==> config.mk <==
export PLATFORM = sky130hd
export DESIGN_NAME = wdog_timer
export DESIGN_NICKNAME = d
export VERILOG_FILES = /design/src/rtl/wdog_pkg.sv /design/src/rtl/wdog_regs.sv /design/src/rtl/wdog_divider.sv /design/src/rtl/wdog_counter.sv /design/src/rtl/wdog_timer.sv
export SDC_FILE = /design/constraint.sdc
export NUM_CORES = 1
export LEC_CHECK = 0
export ABC_AREA = 0
export BUFFER_PORTS_ARGS = -buffer_cell sky130_fd_sc_hd__buf_2
export CAP_MARGIN = 20
export CORE_MARGIN = 2
export CORE_UTILIZATION = 40
export DETAILED_ROUTE_END_ITERATION = 10
export GPL_ROUTABILITY_DRIVEN = 0
export SLEW_MARGIN = 20
export SYNTH_ARGS = -nofsm -noshare
export SYNTH_HDL_FRONTEND = slang
export SYNTH_SLANG_ARGS = --single-unit
export TNS_END_PERCENT = 20
==> constraint.sdc <==
create_clock -name clk -period 1.82 [get_ports clk]
set_input_delay 0.364 -clock clk [delete_from_list [all_inputs] [get_ports clk]]
set_output_delay 0.364 -clock clk [all_outputs]
set_load 0.1 [all_outputs]
==> src/rtl/wdog_pkg.sv <==
package wdog_pkg;
  localparam int ADDR_W = 2;

  typedef enum logic [ADDR_W-1:0] {
    REG_CTRL   = 2'd0,
    REG_RELOAD = 2'd1,
    REG_COUNT  = 2'd2,
    REG_NONE   = 2'd3
  } wdog_reg_e;

  // control word layout
  localparam int CTRL_RUN_BIT = 0;
  localparam int CTRL_ARM_BIT = 1;
  localparam int CTRL_SEL_LSB = 2;
  localparam int CTRL_PSC_LSB = 8;
endpackage

==> src/rtl/wdog_regs.sv <==
module wdog_regs
  import wdog_pkg::*;
#(
  parameter int DATA_W = 32,
  parameter int CNT_W  = 16,
  parameter int PSC_W  = 8,
  parameter int SEL_W  = 2
) (
  input  logic              clk,
  input  logic              rst_n,
  input  logic              bus_sel,
  input  logic              bus_wr,
  input  logic [ADDR_W-1:0] bus_addr,
  input  logic [DATA_W-1:0] bus_wdata,
  output logic [DATA_W-1:0] bus_rdata,
  input  logic [CNT_W-1:0]  cnt_val,
  output logic              ctrl_run,
  output logic              ctrl_arm,
  output logic [SEL_W-1:0]  ctrl_sel,
  output logic [PSC_W-1:0]  ctrl_psc,
  output logic [CNT_W-1:0]  reload_val,
  output logic              cnt_load,
  output logic [CNT_W-1:0]  cnt_load_val
);
  logic             run_q, run_d, arm_q, arm_d;
  logic [SEL_W-1:0] sel_q, sel_d;
  logic [PSC_W-1:0] psc_q, psc_d;
  logic [CNT_W-1:0] rld_q, rld_d;
  logic             wr_en;
  wdog_reg_e        idx;
  logic             unused_wdata;

  assign idx          = wdog_reg_e'(bus_addr);
  assign wr_en        = bus_sel && bus_wr;
  assign unused_wdata = ^bus_wdata;

  always_comb begin
    run_d = run_q;
    arm_d = arm_q;
    sel_d = sel_q;
    psc_d = psc_q;
    rld_d = rld_q;
    if (wr_en && idx == REG_CTRL) begin
      run_d = bus_wdata[CTRL_RUN_BIT];
      arm_d = bus_wdata[CTRL_ARM_BIT];
      sel_d = bus_wdata[CTRL_SEL_LSB +: SEL_W];
      psc_d = bus_wdata[CTRL_PSC_LSB +: PSC_W];
    end
    if (wr_en && idx == REG_RELOAD && !run_q) begin
      rld_d = bus_wdata[CNT_W-1:0];
    end
  end

  always_ff @(posedge clk or negedge rst_n) begin
    if (!rst_n) begin
      run_q <= 1'b0;
      arm_q <= 1'b0;
      sel_q <= '0;
      psc_q <= '0;
      rld_q <= '1;
    end else begin
      run_q <= run_d;
      arm_q <= arm_d;
      sel_q <= sel_d;
      psc_q <= psc_d;
      rld_q <= rld_d;
    end
  end

  always_comb begin
    bus_rdata = '0;
    unique case (idx)
      REG_CTRL: begin
        bus_rdata[CTRL_RUN_BIT]              = run_q;
        bus_rdata[CTRL_ARM_BIT]              = arm_q;
        bus_rdata[CTRL_SEL_LSB +: SEL_W]     = sel_q;
        bus_rdata[CTRL_PSC_LSB +: PSC_W]     = psc_q;
      end
      REG_RELOAD: bus_rdata[CNT_W-1:0] = rld_q;
      REG_COUNT:  bus_rdata[CNT_W-1:0] = cnt_val;
      default:    bus_rdata = '0;
    endcase
  end

  assign ctrl_run     = run_q;
  assign ctrl_arm     = arm_q;
  assign ctrl_sel     = sel_q;
  assign ctrl_psc     = psc_q;
  assign reload_val   = rld_q;
  assign cnt_load     = wr_en && idx == REG_COUNT;
  assign cnt_load_val = bus_wdata[CNT_W-1:0];

  // reload register is locked while the timer runs
  a_r4_reload_locked: assert property (@(posedge clk) disable iff (!rst_n)
    (wr_en && idx == REG_RELOAD && run_q) |=> $stable(rld_q));
endmodule

==> src/rtl/wdog_divider.sv <==
module wdog_divider #(
  parameter int PSC_W      = 8,
  parameter int SEL_W      = 2,
  parameter int BASE_SHIFT = 4
) (
  input  logic             clk,
  input  logic             rst_n,
  input  logic             run,
  input  logic [PSC_W-1:0] psc,
  input  logic [SEL_W-1:0] sel,
  output logic             tick
);
  localparam int NSEL  = 1 << SEL_W;
  localparam int FIX_W = BASE_SHIFT + NSEL - 1;

  logic [PSC_W-1:0] pre_q, pre_d;
  logic [FIX_W-1:0] fix_q, fix_d, fix_last;
  logic             pre_hit, fix_hit;

  // terminal value of the fixed stage for each select code
  always_comb begin
    fix_last = '0;
    for (int i = 0; i < NSEL; i++) begin
      if (sel == i[SEL_W-1:0]) fix_last = FIX_W'((1 << (BASE_SHIFT + i)) - 1);
    end
  end

  assign pre_hit = pre_q >= psc;
  assign fix_hit = fix_q >= fix_last;
  assign tick    = run && pre_hit && fix_hit;

  always_comb begin
    pre_d = pre_q;
    fix_d = fix_q;
    if (!run) begin
      pre_d = '0;
      fix_d = '0;
    end else if (pre_hit) begin
      pre_d = '0;
      fix_d = fix_hit ? '0 : fix_q + 1'b1;
    end else begin
      pre_d = pre_q + 1'b1;
    end
  end

  always_ff @(posedge clk or negedge rst_n) begin
    if (!rst_n) begin
      pre_q <= '0;
      fix_q <= '0;
    end else begin
      pre_q <= pre_d;
      fix_q <= fix_d;
    end
  end

  // ticks are at least 16 cycles apart, never back to back
  a_r2_tick_spacing: assert property (@(posedge clk) disable iff (!rst_n)
    tick |=> !tick);
  // stopping clears the divider phase
  a_r7_phase_cleared: assert property (@(posedge clk) disable iff (!rst_n)
    !run |=> (pre_q == '0 && fix_q == '0));
endmodule

==> src/rtl/wdog_counter.sv <==
module wdog_counter #(
  parameter int CNT_W = 16
) (
  input  logic             clk,
  input  logic             rst_n,
  input  logic             tick,
  input  logic             run,
  input  logic             arm,
  input  logic             load,
  input  logic [CNT_W-1:0] load_val,
  input  logic [CNT_W-1:0] reload,
  output logic [CNT_W-1:0] cnt,
  output logic             rst_pulse
);
  logic [CNT_W-1:0] cnt_q, cnt_d;
  logic             pulse_q, pulse_d;
  logic             expire;

  assign expire = tick && !load && cnt_q == '0;

  always_comb begin
    cnt_d   = cnt_q;
    pulse_d = expire && run && arm;
    if (load) begin
      cnt_d = load_val;
    end else if (tick) begin
      cnt_d = (cnt_q == '0) ? reload : cnt_q - 1'b1;
    end
  end

  always_ff @(posedge clk or negedge rst_n) begin
    if (!rst_n) begin
      cnt_q   <= '1;
      pulse_q <= 1'b0;
    end else begin
      cnt_q   <= cnt_d;
      pulse_q <= pulse_d;
    end
  end

  assign cnt       = cnt_q;
  assign rst_pulse = pulse_q;

  // a count write lands at the next edge
  a_r3_count_load: assert property (@(posedge clk) disable iff (!rst_n)
    load |=> cnt_q == $past(load_val));
  // expiry reloads the counter
  a_r5_expiry_reload: assert property (@(posedge clk) disable iff (!rst_n)
    (tick && !load && cnt_q == '0) |=> cnt_q == $past(reload));
  // counter holds between ticks and writes
  a_r2_hold: assert property (@(posedge clk) disable iff (!rst_n)
    (!tick && !load) |=> $stable(cnt_q));
  // single-cycle pulse, only with reset-arm set
  a_r6_single_pulse: assert property (@(posedge clk) disable iff (!rst_n)
    pulse_q |=> !pulse_q);
  a_r6_needs_arm: assert property (@(posedge clk) disable iff (!rst_n)
    $rose(pulse_q) |-> $past(arm && run));
endmodule

==> src/rtl/wdog_timer.sv <==
module wdog_timer
  import wdog_pkg::*;
#(
  parameter int DATA_W     = 32,
  parameter int CNT_W      = 16,
  parameter int PSC_W      = 8,
  parameter int SEL_W      = 2,
  parameter int BASE_SHIFT = 4
) (
  input  logic              clk,
  input  logic              rst_n,
  input  logic              bus_sel,
  input  logic              bus_wr,
  input  logic [1:0]        bus_addr,
  input  logic [DATA_W-1:0] bus_wdata,
  output logic [DATA_W-1:0] bus_rdata,
  output logic              wdog_rst_o
);
  logic [1:0]       sync_q;
  logic             rst_s_n;
  logic             run, arm, tick, load;
  logic [SEL_W-1:0] sel;
  logic [PSC_W-1:0] psc;
  logic [CNT_W-1:0] reload, load_val, cnt;

  // asynchronous assert, synchronous release
  always_ff @(posedge clk or negedge rst_n) begin
    if (!rst_n) sync_q <= 2'b00;
    else        sync_q <= {sync_q[0], 1'b1};
  end
  assign rst_s_n = sync_q[1];

  wdog_regs #(.DATA_W(DATA_W), .CNT_W(CNT_W), .PSC_W(PSC_W), .SEL_W(SEL_W)) u_regs (
    .clk(clk), .rst_n(rst_s_n),
    .bus_sel(bus_sel), .bus_wr(bus_wr), .bus_addr(bus_addr),
    .bus_wdata(bus_wdata), .bus_rdata(bus_rdata),
    .cnt_val(cnt),
    .ctrl_run(run), .ctrl_arm(arm), .ctrl_sel(sel), .ctrl_psc(psc),
    .reload_val(reload), .cnt_load(load), .cnt_load_val(load_val)
  );

  wdog_divider #(.PSC_W(PSC_W), .SEL_W(SEL_W), .BASE_SHIFT(BASE_SHIFT)) u_div (
    .clk(clk), .rst_n(rst_s_n), .run(run), .psc(psc), .sel(sel), .tick(tick)
  );

  wdog_counter #(.CNT_W(CNT_W)) u_cnt (
    .clk(clk), .rst_n(rst_s_n), .tick(tick), .run(run), .arm(arm),
    .load(load), .load_val(load_val), .reload(reload),
    .cnt(cnt), .rst_pulse(wdog_rst_o)
  );
endmodule

==> qor.csv <==
stage;metric;value;unit
outcome;status;finished with violations;
outcome;failing checks;setup timing;
hold_path;worst hold start;bus_wdata[13];
place;Placed Area;5194;um2
cts;CTS tree;built;
place;buffers added on ports;38;
die;Die Ht;102.6;um
sta;WHS;0.2502;ns
power_and_ir_drop;Power Dens Cells;951.2;nW/um2
drt;DRC Markers;0;
sta;Final Skew;0.01287;ns
setup_path;reg2reg start;u_regs.ctrl_psc[0];
yosys;main area contributors after synthesis;dfstp_2, dfrtp_1, mux2_2;
cts;CTS Buffer Depth;2;
setup_path;CP required;2.08;ns
sta;worst slew pin tran;0.5380;ns
yosys;top cell type's share of synthesized area;21.62;%
yosys;Gate Count Post-Synth;396;
cts;root buffer cell;clkbuf_8;
setup_path;critical path startpoint category;flop;
die;num rows;35;
place;DP HPWL;7431;um
yosys;mux cell area share after synthesis;8.912;%
cts;total CTS buffers;9;
sta;final setup vio count;43;
sta;RSZ-0062 raised after global routing;yes;
drt;drt pass-1 iters;6;
drt;Routed met3 length;498;um
final_layout;Final Instance Area;5704;um2
grt;total global routing overflow;0;
sta;Tmin final;2.101;ns
power_and_ir_drop;peak supply drop;0.5916;mV
drt;Post-DRT Antenna Nets;0;
grt;largest net degree at the start of global routing;61;
yosys;Avg Inst Size Synth;9.820;um2
sta;Worst Setup Slack, final;-0.2812;ns
yosys;main combinational cell family by area after synthesis;simple AND/OR/NAND/NOR gates;
grt;antenna violations before repair;0;
yosys;#FFs+latches synth;62;
grt;vias in the first global route;3528;
yosys;synthesized-area fraction occupied by and/or/nand/nor cells;17.76;%
yosys;post-synthesis sequential area ratio;40.93;%
cts;clock latency at the later pin of the worst-skew pair;0.35;ns
hold_path;worst min path class;in -> reg;
power_and_ir_drop;Static Leakage;2.525;nW
drt;DR WL met2;5174;um
yosys;yosys warns;0;
yosys;Main synth FF type;dfstp_2;
final_layout;Final nets;576;
setup_path;Crit Path Category;reg -> reg;
setup_path;Critical Path AT;2.36;ns
die;IO Count;71;
setup_path;crit path launch;u_regs.ctrl_psc[0];
grt;global-route wire length before repair;17190;um
setup_path;worst reg2reg setup slack;-0.28;ns
drt;met1 wire length;4690;um
drt;DR vias/cell;5.443;
final_layout;layout cells sized above 1;52.20;%
yosys;Synth area leader;dfstp_2;
drt;DR WL/cell;16.35;um
die;CORE AREA;9328;um2
drt;via count;3549;
setup_path;Worst Setup End Kind;flop;
yosys;post-synthesis xor/xnor area fraction;3.604;%
job;Max Cap Viol;0;
power_and_ir_drop;total power;5.426;mW
cts;H-tree level count;3;
final_layout;fill count;760;
cts;clock sinks;62;
yosys;Adder-Cell Fraction of Synth Area;6.435;%
yosys;fraction of registers with async set/reset;100.0;%
sta;Tcrit/Tclk final;115.5;%
final_layout;post-route core utilization;61.15;%
sta;pins over their slew limit;0;
sta;slew margin rel.;64.13;%
die;die area;10530;um2
drt;total length of routed wires;10660;um
yosys;Post-synth EDFFs;0;
final_layout;antenna cells;0;
drt;top sig layer;met4;
drt;Iter 0 DRT Violations;209;
die;Initial Util;41.69;%
die;Die W;102.6;um
grt;global-route usage over all layers;21.15;%
cts;Clock transition at path regs;0.07;ns
final_layout;Synth-to-Final Area Change;46.69;%
yosys;Compound-Gate Fraction of Synth Area;14.29;%
yosys;Yosys cell types;58;
sta;fmax;475.9;MHz
setup_path;CP max FO;7;
yosys;mapped cell area;3889;um2
sta;final count of hold timing violations;0;
-- layer usage --
layer | GRT usage, % | up-vias
met5 | 0 | -
met4 | 9.436 | 0
met2 | 34.14 | 121
li1 | - | 1653
met3 | 2.983 | 24
met1 | 28.31 | 1751
-- critical path, stage by stage, from the launching register on --
cell and delay, ns:
dfrtp_1 0.43, ha_1 0.29, nand2b_4 0.15, a2111oi_4 0.40, o21bai_2 0.13, nand3_2 0.16, buf_4 0.18, nor2_1 0.06
o31ai_1 0.22
-- path summary, 6_finish.rpt --
check / end / depth (start not counted)
max: u_cnt.cnt[13] / 8
min: u_cnt.cnt[13] / 3
max reg2reg: u_cnt.cnt[13] / 8
min reg2reg: u_div.fix_q[1] / 1
max in group asynchronous: u_cnt.cnt[3] / 1
min in group asynchronous: u_div.fix_q[1] / 1
-- flip-flops by register name, indices dropped and copies added, names as in the netlist --
register / flops
u_div.pre_q: 8
sync_q: 2
u_div.fix_q: 7
u_regs.ctrl_psc: 8
u_cnt.cnt: 16
u_cnt.rst_pulse: 1
u_regs.reload_val: 16
u_regs.ctrl_sel: 2
u_regs.ctrl_run: 1
u_regs.ctrl_arm: 1
-- cell type report --
| cell class | instances | area (um2) | area share (%) |
|---|---|---|---|
| well taps | 129 | 161.4 | 2.830 |
| clock inverters | 5 | 58.81 | 1.031 |
| multi-input cells | 294 | 2372 | 41.59 |
| inverters | 19 | 83.83 | 1.470 |
| repair buffers | 132 | 1294 | 22.68 |
| clock buffers | 11 | 141.4 | 2.479 |
| flip-flops and latches | 62 | 1593 | 27.92 |
-- cells in the mapped netlist (all sizes together), types with 3 or more instances --
cell,instances
nor4b,3
clkbuf,15
nor2b,4
a21oi,7
o211ai,13
buf,23
inv,19
xor2,9
a22oi,4
dfrtp,30
nor4,5
nand2,35
dfstp,32
and3,8
nand4,4
mux2,29
o21ai,11
nor2,45
o31ai,3
a31oi,14
a222oi,12
or4,3
ha,20
xnor2,7
nand3,13
-- repair_timing --
action | 4_1_cts | 5_1_grt
pin swaps | 31 | 25
hold endpoints to repair | 2 | 0
endpoints found under the setup margin | 48 | 47
resized for setup | 42 | 17
buffers inserted | 6 | 1
gates cloned | 1 | 1
hold buffers | 1 | 0
-- logic make-up (layout without fill, tap and decap cells) --
| logic type | Yosys count | count (layout) |
|---|---|---|
| xor gates and xnor gates | 16 | 16 |
| adders and majority gates | 20 | 20 |
| other | 2 | 18 |
| AOI/OAI and AO/OA | 76 | 76 |
| muxes | 31 | 31 |
| DFF | 62 | 62 |
| and+or+nand+nor | 132 | 133 |
| buffers and inverters | 57 | 167 |
-- stage by stage --
stage | setup TNS (ns) | worst slack [ns] | instances
6_report | -7.224 | -0.2812 | 652
5_1_grt | -11.04 | -0.3672 | 652
4_1_cts | -8.905 | -0.3338 | 650
3_5_place_dp | -11.03 | -0.3589 | 626
3_3_place_gp | -9.515 | -0.2940 | 626
2_1_floorplan | -2.946 | -0.1536 | 412
-- layout by cell type (no fill, tap or decap), drive strengths merged, types with 3 or more instances in the layout --
master and instances:
a22oi 4, o211ai 13, mux2 29, inv 19, dfstp 32, conb 18
nand2 36, o31ai 3, xnor2 7, buf 130, a222oi 12, xor2 9
nor2 45, nor2b 4, a21oi 7, or4 3, dfrtp 30, and3 8
ha 20, nor4 5, nand4 4, o21ai 11, nor4b 3, clkbuf 12
a31oi 14, nand3 13
-- power by group --
part | internal, mW | switching, mW
combinational | 0.997 | 1.25
clock | 0.670 | 0.579
sequential | 1.73 | 0.205
total | 3.39 | 2.03
(Power assumes the default switching activity.)
